## src/rtl/dmar_pkg.sv

```systemverilog
package dmar_pkg;
  typedef enum logic [2:0] {
    ST_IDLE,
    ST_ROOT,
    ST_CTX,
    ST_LOOK,
    ST_PTE
  } walk_state_t;

  localparam int ENT_W      = 64;
  localparam int BIT_PRES   = 0;
  localparam int BIT_RD     = 1;
  localparam int BIT_WR     = 2;
  localparam int DOM_LSB    = 8;
  localparam int PTR_LSB    = 32;
endpackage

```

## src/rtl/dmar_iotlb.sv

```systemverilog
module dmar_iotlb #(
  parameter int N     = 16,
  parameter int DOM_W = 16,
  parameter int VPN_W = 20,
  parameter int PPN_W = 32
) (
  input  logic             clk,
  input  logic             rst,
  input  logic [DOM_W-1:0] lk_dom,
  input  logic [VPN_W-1:0] lk_vpn,
  output logic             hit,
  output logic [PPN_W-1:0] hit_ppn,
  output logic             hit_rd,
  output logic             hit_wr,
  input  logic             fill_en,
  input  logic [DOM_W-1:0] fill_dom,
  input  logic [VPN_W-1:0] fill_vpn,
  input  logic [PPN_W-1:0] fill_ppn,
  input  logic             fill_rd,
  input  logic             fill_wr,
  input  logic             inv_en,
  input  logic [DOM_W-1:0] inv_dom
);
  localparam int IW = (N > 1) ? $clog2(N) : 1;

  logic [N-1:0]     vld;
  logic [DOM_W-1:0] dom_q [N];
  logic [VPN_W-1:0] vpn_q [N];
  logic [PPN_W-1:0] ppn_q [N];
  logic [N-1:0]     rd_q, wr_q;
  logic [N-1:0]     match;
  logic [IW-1:0]    ptr;

  for (genvar i = 0; i < N; i++) begin : g_cmp
    assign match[i] = vld[i] && (dom_q[i] == lk_dom) && (vpn_q[i] == lk_vpn);
  end

  always_comb begin
    hit     = 1'b0;
    hit_ppn = '0;
    hit_rd  = 1'b0;
    hit_wr  = 1'b0;
    for (int i = 0; i < N; i++) begin
      if (match[i]) begin
        hit     = 1'b1;
        hit_ppn = ppn_q[i];
        hit_rd  = rd_q[i];
        hit_wr  = wr_q[i];
      end
    end
  end

  always_ff @(posedge clk) begin
    if (rst) begin
      vld <= '0;
      ptr <= '0;
    end else begin
      if (inv_en) begin
        for (int i = 0; i < N; i++)
          if (dom_q[i] == inv_dom) vld[i] <= 1'b0;
      end
      if (fill_en) begin
        vld[ptr]   <= 1'b1;
        dom_q[ptr] <= fill_dom;
        vpn_q[ptr] <= fill_vpn;
        ppn_q[ptr] <= fill_ppn;
        rd_q[ptr]  <= fill_rd;
        wr_q[ptr]  <= fill_wr;
        ptr        <= (ptr == IW'(N - 1)) ? '0 : ptr + 1'b1;
      end
    end
  end
endmodule

```

## src/rtl/dmar_walker.sv

```systemverilog
module dmar_walker
  import dmar_pkg::*;
#(
  parameter int GAW   = 32,
  parameter int PG_W  = 12,
  parameter int MAW   = 32,
  parameter int PPN_W = 32,
  parameter int DOM_W = 16,
  parameter logic [MAW-1:0] ROOT_BASE = 'h1000_0000,
  localparam int VPN_W = GAW - PG_W,
  localparam int HAW   = PPN_W + PG_W
) (
  input  logic             clk,
  input  logic             rst,
  input  logic             req_valid,
  output logic             req_ready,
  input  logic [15:0]      req_rid,
  input  logic [GAW-1:0]   req_gaddr,
  input  logic             req_write,
  input  logic             inv_valid,
  output logic             inv_ready,
  output logic             inv_en,
  output logic             mem_rd_en,
  output logic [MAW-1:0]   mem_rd_addr,
  input  logic             mem_rd_valid,
  input  logic [ENT_W-1:0] mem_rd_data,
  output logic             rsp_valid,
  output logic             rsp_fault,
  output logic [HAW-1:0]   rsp_haddr,
  output logic [15:0]      flt_rid,
  output logic [GAW-1:0]   flt_gaddr,
  output logic [DOM_W-1:0] cur_dom,
  output logic [VPN_W-1:0] cur_vpn,
  input  logic             tlb_hit,
  input  logic [PPN_W-1:0] tlb_ppn,
  input  logic             tlb_rd,
  input  logic             tlb_wr,
  output logic             fill_en,
  output logic [PPN_W-1:0] fill_ppn,
  output logic             fill_rd,
  output logic             fill_wr
);
  walk_state_t    st;
  logic [15:0]    cur_rid;
  logic [GAW-1:0] cur_addr;
  logic           cur_wr;
  logic [MAW-1:0] tbase;
  logic           done, bad;
  logic [PPN_W-1:0] fin_ppn;
  logic           pres;
  logic           unused_bits;

  assign unused_bits = ^{mem_rd_data[7:3], mem_rd_data[31:DOM_LSB+DOM_W]};
  assign pres      = mem_rd_data[BIT_PRES];
  assign req_ready = (st == ST_IDLE) && !inv_valid;
  assign inv_ready = (st == ST_IDLE);
  assign inv_en    = (st == ST_IDLE) && inv_valid;
  assign cur_vpn   = cur_addr[GAW-1:PG_W];
  assign fill_ppn  = mem_rd_data[PTR_LSB +: PPN_W];
  assign fill_rd   = mem_rd_data[BIT_RD];
  assign fill_wr   = mem_rd_data[BIT_WR];

  always_comb begin
    done    = 1'b0;
    bad     = 1'b0;
    fill_en = 1'b0;
    fin_ppn = tlb_ppn;
    unique case (st)
      ST_ROOT, ST_CTX: if (mem_rd_valid && !pres) begin done = 1'b1; bad = 1'b1; end
      ST_LOOK: if (tlb_hit) begin
        done = 1'b1;
        bad  = cur_wr ? !tlb_wr : !tlb_rd;
      end
      ST_PTE: if (mem_rd_valid) begin
        done = 1'b1;
        if (!pres) bad = 1'b1;
        else begin
          fill_en = 1'b1;
          fin_ppn = fill_ppn;
          bad     = cur_wr ? !fill_wr : !fill_rd;
        end
      end
      default: ;
    endcase
  end

  always_ff @(posedge clk) begin
    if (rst) begin
      st          <= ST_IDLE;
      mem_rd_en   <= 1'b0;
      mem_rd_addr <= '0;
      rsp_valid   <= 1'b0;
      rsp_fault   <= 1'b0;
      rsp_haddr   <= '0;
      flt_rid     <= '0;
      flt_gaddr   <= '0;
      cur_rid     <= '0;
      cur_addr    <= '0;
      cur_wr      <= 1'b0;
      cur_dom     <= '0;
      tbase       <= '0;
    end else begin
      mem_rd_en <= 1'b0;
      rsp_valid <= 1'b0;
      if (done) begin
        st        <= ST_IDLE;
        rsp_valid <= 1'b1;
        rsp_fault <= bad;
        rsp_haddr <= bad ? '0 : {fin_ppn, cur_addr[PG_W-1:0]};
        if (bad) begin
          flt_rid   <= cur_rid;
          flt_gaddr <= cur_addr;
        end
      end else begin
        unique case (st)
          ST_IDLE: if (req_ready && req_valid) begin
            cur_rid     <= req_rid;
            cur_addr    <= req_gaddr;
            cur_wr      <= req_write;
            mem_rd_en   <= 1'b1;
            mem_rd_addr <= ROOT_BASE + MAW'(req_rid[15:8]);
            st          <= ST_ROOT;
          end
          ST_ROOT: if (mem_rd_valid) begin
            mem_rd_en   <= 1'b1;
            mem_rd_addr <= mem_rd_data[PTR_LSB +: MAW] + MAW'(cur_rid[7:0]);
            st          <= ST_CTX;
          end
          ST_CTX: if (mem_rd_valid) begin
            cur_dom <= mem_rd_data[DOM_LSB +: DOM_W];
            tbase   <= mem_rd_data[PTR_LSB +: MAW];
            st      <= ST_LOOK;
          end
          ST_LOOK: begin
            mem_rd_en   <= 1'b1;
            mem_rd_addr <= tbase + MAW'(cur_vpn);
            st          <= ST_PTE;
          end
          default: ;
        endcase
      end
    end
  end
endmodule

```

## src/rtl/dmar_unit.sv

```systemverilog
module dmar_unit #(
  parameter int GAW    = 32,
  parameter int PG_W   = 12,
  parameter int MAW    = 32,
  parameter int PPN_W  = 32,
  parameter int DOM_W  = 16,
  parameter int TLB_N  = 16,
  parameter logic [MAW-1:0] ROOT_BASE = 'h1000_0000
) (
  input  logic                  clk,
  input  logic                  rst,
  input  logic                  req_valid,
  output logic                  req_ready,
  input  logic [15:0]           req_rid,
  input  logic [GAW-1:0]        req_gaddr,
  input  logic                  req_write,
  input  logic                  inv_valid,
  output logic                  inv_ready,
  input  logic [DOM_W-1:0]      inv_domain,
  output logic                  mem_rd_en,
  output logic [MAW-1:0]        mem_rd_addr,
  input  logic                  mem_rd_valid,
  input  logic [63:0]           mem_rd_data,
  output logic                  rsp_valid,
  output logic                  rsp_fault,
  output logic [PPN_W+PG_W-1:0] rsp_haddr,
  output logic [15:0]           flt_rid,
  output logic [GAW-1:0]        flt_gaddr
);
  localparam int VPN_W = GAW - PG_W;

  logic             inv_en, tlb_hit, tlb_rd, tlb_wr, fill_en, fill_rd, fill_wr;
  logic [DOM_W-1:0] cur_dom;
  logic [VPN_W-1:0] cur_vpn;
  logic [PPN_W-1:0] tlb_ppn, fill_ppn;

  dmar_walker #(
    .GAW(GAW), .PG_W(PG_W), .MAW(MAW), .PPN_W(PPN_W), .DOM_W(DOM_W), .ROOT_BASE(ROOT_BASE)
  ) u_walk (
    .clk, .rst, .req_valid, .req_ready, .req_rid, .req_gaddr, .req_write,
    .inv_valid, .inv_ready, .inv_en,
    .mem_rd_en, .mem_rd_addr, .mem_rd_valid, .mem_rd_data,
    .rsp_valid, .rsp_fault, .rsp_haddr, .flt_rid, .flt_gaddr,
    .cur_dom, .cur_vpn, .tlb_hit, .tlb_ppn, .tlb_rd, .tlb_wr,
    .fill_en, .fill_ppn, .fill_rd, .fill_wr
  );

  dmar_iotlb #(
    .N(TLB_N), .DOM_W(DOM_W), .VPN_W(VPN_W), .PPN_W(PPN_W)
  ) u_tlb (
    .clk, .rst,
    .lk_dom(cur_dom), .lk_vpn(cur_vpn),
    .hit(tlb_hit), .hit_ppn(tlb_ppn), .hit_rd(tlb_rd), .hit_wr(tlb_wr),
    .fill_en, .fill_dom(cur_dom), .fill_vpn(cur_vpn), .fill_ppn,
    .fill_rd, .fill_wr,
    .inv_en, .inv_dom(inv_domain)
  );
endmodule

```

## config.mk

```make
export PLATFORM = sky130hd
export DESIGN_NAME = dmar_unit
export DESIGN_NICKNAME = d
export VERILOG_FILES = /design/src/rtl/dmar_pkg.sv /design/src/rtl/dmar_iotlb.sv /design/src/rtl/dmar_walker.sv /design/src/rtl/dmar_unit.sv
export SDC_FILE = /design/constraint.sdc
export NUM_CORES = 2
export LEC_CHECK = 0
export BUFFER_PORTS_ARGS = -buffer_cell sky130_fd_sc_hd__buf_2
export CORE_UTILIZATION = 40
export DETAILED_ROUTE_END_ITERATION = 7
export PLACE_DENSITY = 0.65
export SLEW_MARGIN = 20
export SYNTH_ARGS = -nofsm -noshare
export SYNTH_HDL_FRONTEND = slang
export SYNTH_SLANG_ARGS = --single-unit
```

## constraint.sdc

```tcl
create_clock -name clk -period 15.24 [get_ports clk]
set_input_delay 0.762 -clock clk [delete_from_list [all_inputs] [get_ports clk]]
set_output_delay 0.762 -clock clk [all_outputs]
set_load 0.05 [all_outputs]
```

==> impl_metrics.tcl <==
set metrics [dict create \
    antenna_found_initial 18 \
    htree_levels 4 \
    startpoint_type "register" \
    die_height_um 394.9 \
    period_share_pct 40.14 \
    synth_area_mm2 0.06174 \
    cts_hold_buf 0 \
    yosysSeqAreaShare_pct 62.48 \
    yosys_warnings 0 \
    routedWlPerCell_um 27.14 \
    gp_congestion 0.9128 \
    num_vias 43600 \
    dp_hpwl_um 120800 \
    p_leak_nw 24.43 \
    syn2layout_area_growth_pct 14.03 \
    worstReg2RegStart "u_walk.cur_addr[29]" \
    drt-initial-drc-count 5010 \
    hold_violations 0 \
    power_density_mw_per_mm2 116.6 \
    fill_cells 13490 \
    yosys.cell_types.count 76 \
    worst_slew_pin_slew_ps 1165 \
    die_area_mm2 0.1559 \
    clk_latency_ps 790 \
    dieWidth_um 394.9 \
    finalSetupViolations 0 \
    grt_start_max_net_pins 80 \
    port-buffer-count 249 \
    max_cap_viol_count 0 \
    path_clk_slew_ps 70 \
    path_class "reg2reg" \
    min_path_type "in2reg" \
    ir_drop_mv 0.1054 \
    via_per_inst 5.958 \
    holdWs_ps 219.0 \
    grt_pass1_vias 41700 \
    fin_setup_tns_ps 0 \
    dr.pass1.iters 6 \
    dp.cells 7042 \
    start_util_pct 40.45 \
    synth_nets 5109 \
    cts_post_setup_buffers_inserted 0 \
    clockBufferDepth 3 \
    fin_cells 7318 \
    rsz0062_at_grt "no" \
    fmax_mhz 163.5 \
    min_from "req_gaddr[19]" \
    synth-edff-count 1120 \
    cts.sinks 1367 \
    routed_wl_um 198600 \
    fin_crit_ps 6118 \
    skew_ps 34.35 \
    cts_made_buffers 147 \
    async_flop_share_pct 0 \
    critPathMaxFanout 67 \
    cp.required_ps 15940 \
    cts_tree "yes" \
    placementRows 143 \
    grt_pass1_wl_um 286300 \
    cp-startpoint "u_walk.cur_addr[29]" \
    ios 263 \
    grt_remaining_overflow 0 \
    drtAntennaViolNets 0 \
    endpoint_kind "register" \
    synth-seq-cells 1367 \
    finalNetCount 5330 \
    postSynthCellCount 4941 \
    outcome "finished, final reports clean" \
    cts_resized 0 \
    crit_arrival_ps 6820 \
    root_buffer "clkbuf_16" \
    ys.flop_type "edfxtp_1" \
    slew_headroom_pct 22.12 \
    track_usage_pct 24.99 \
    drive_gt1_share_pct 13.70 \
    drcViolationCount 0 \
    avgSynthCellArea_um2 12.50 \
    final_max_slew_viol_count 0 \
    core_area_mm2 0.1526 \
]
through the flow:
stage	worst slack (ps)	area, um^2	utilization (%)	power, mW
2_1_floorplan	8143	61740	-	4.432
3_3_place_gp	9492	65470	42.90	4.631
3_5_place_dp	9387	65470	42.90	4.637
4_1_cts	9348	70350	46.09	8.233
5_1_grt	8927	70390	46.12	8.412
6_report	9122	70400	46.13	8.207
critical path: stages, from the launching register on:
cell	delay, ps
dfxtp_2	680
buf_4	530
xor2_1	150
nor4_1	500
nand4_1	140
or4_2	670
buf_4	390
nand2_1	360
nor3_1	140
a31oi_1	830
nor2_1	430
nor2_4	160
buf_4	610
a32o_1	280
report_power, final:
group	switching (mW)	total (mW)	internal, mW
Clock	1.51	3.64	2.13
Combinational	0.358	0.493	0.135
Sequential	0.0299	4.08	4.05
sequential cells by signal, indices dropped and copies added (netlist names), 16 cells and up:
register	cells
u_tlb.wr_q	16
u_tlb.rd_q	16
u_walk.tbase	32
u_walk.cur_addr	32
u_walk.flt_gaddr	32
u_walk.rsp_haddr	44
u_tlb.vld	16
u_walk.cur_dom	16
u_tlb.dom_q	256
u_walk.mem_rd_addr	32
u_tlb.vpn_q	320
u_walk.flt_rid	16
u_walk.cur_rid	16
u_tlb.ppn_q	512
synth_stat cells, types with 40 or more instances:
library cell  instances  area, um^2
dfxtp_1             247        4945
o2111ai_1            40       350.3
and3_1               40       250.2
nand4_1             190        1189
nand3_1              83       415.4
buf_2                58       290.3
mux2i_1              55       550.5
a211oi_1            102       765.7
o211ai_1             66       495.5
o21ai_0             118       590.6
xnor2_1             494        4327
nor2_1              206       773.2
a21oi_1             147       735.7
nand2_1             466        1749
nor3_1              120       600.6
a32o_1               45       450.4
or3_1                50       312.8
xor2_1              382        3346
nor4_1              152       950.9
edfxtp_1           1120       33630
clkbuf_1            223       837.1
per-layer routing:
| metal | GRT usage (%) | wire [um] | vias up |
|---|---|---|---|
| met1 | 34.91 | 82610 | 21720 |
| li1 | - | - | 18920 |
| met3 | 6.032 | 22410 | 412 |
| met4 | 8.306 | 6745 | 6 |
| met5 | 0 | 44 | - |
| met2 | 38.01 | 86780 | 2542 |
cell usage in the layout, fill, tap and decap left out, types with 66 or more instances in the layout:
cell type / netlist / final
edfxtp_1: 1120 / 1120
xnor2_1: 494 / 494
nand2_1: 466 / 464
xor2_1: 382 / 382
buf_2: 58 / 248
dfxtp_1: 247 / 211
nor2_1: 206 / 190
nand4_1: 190 / 190
clkbuf_16: 0 / 151
nor4_1: 152 / 149
a21oi_1: 147 / 147
buf_4: 1 / 133
o21ai_0: 118 / 118
nor3_1: 120 / 111
a211oi_1: 102 / 102
nand3_1: 83 / 81
o211ai_1: 66 / 66
layout make-up:
cell class              instances  area, um^2  share of cell area [%]
flip-flops and latches       1367       38620                   54.86
clock inverters                59       684.4                  0.9722
well taps                    2030        2540                   3.608
inverters                      36       137.6                  0.1955
clock buffers                 211        4197                   5.961
diodes                          5       12.51                 0.01777
multi-input cells            3228       21940                   31.16
repair buffers                382        2267                   3.220
worst paths after layout:
kind                                              to  slack [ps]  cells past startpoint
worst max register to register  u_walk.rsp_haddr[30]        9120                     13
worst max-delay path            u_walk.rsp_haddr[30]        9120                     13
worst min register to register  u_walk.flt_gaddr[10]         450                      2
worst min-delay path             u_walk.cur_addr[19]         220                      3
cells by family after synthesis:
family | count (synthesis) | synth area share [%]
AO/OA/AOI/OAI | 750 | 8.558
XOR/XNOR | 876 | 12.43
adder cells (fa/ha/maj) | 34 | 0.7134
buffers and inverters | 346 | 2.337
flip-flops | 1367 | 62.48
multiplexers | 56 | 0.9099
AND/OR/NAND/NOR | 1512 | 12.57
Note: power is estimated with default switching activity, not from simulation.
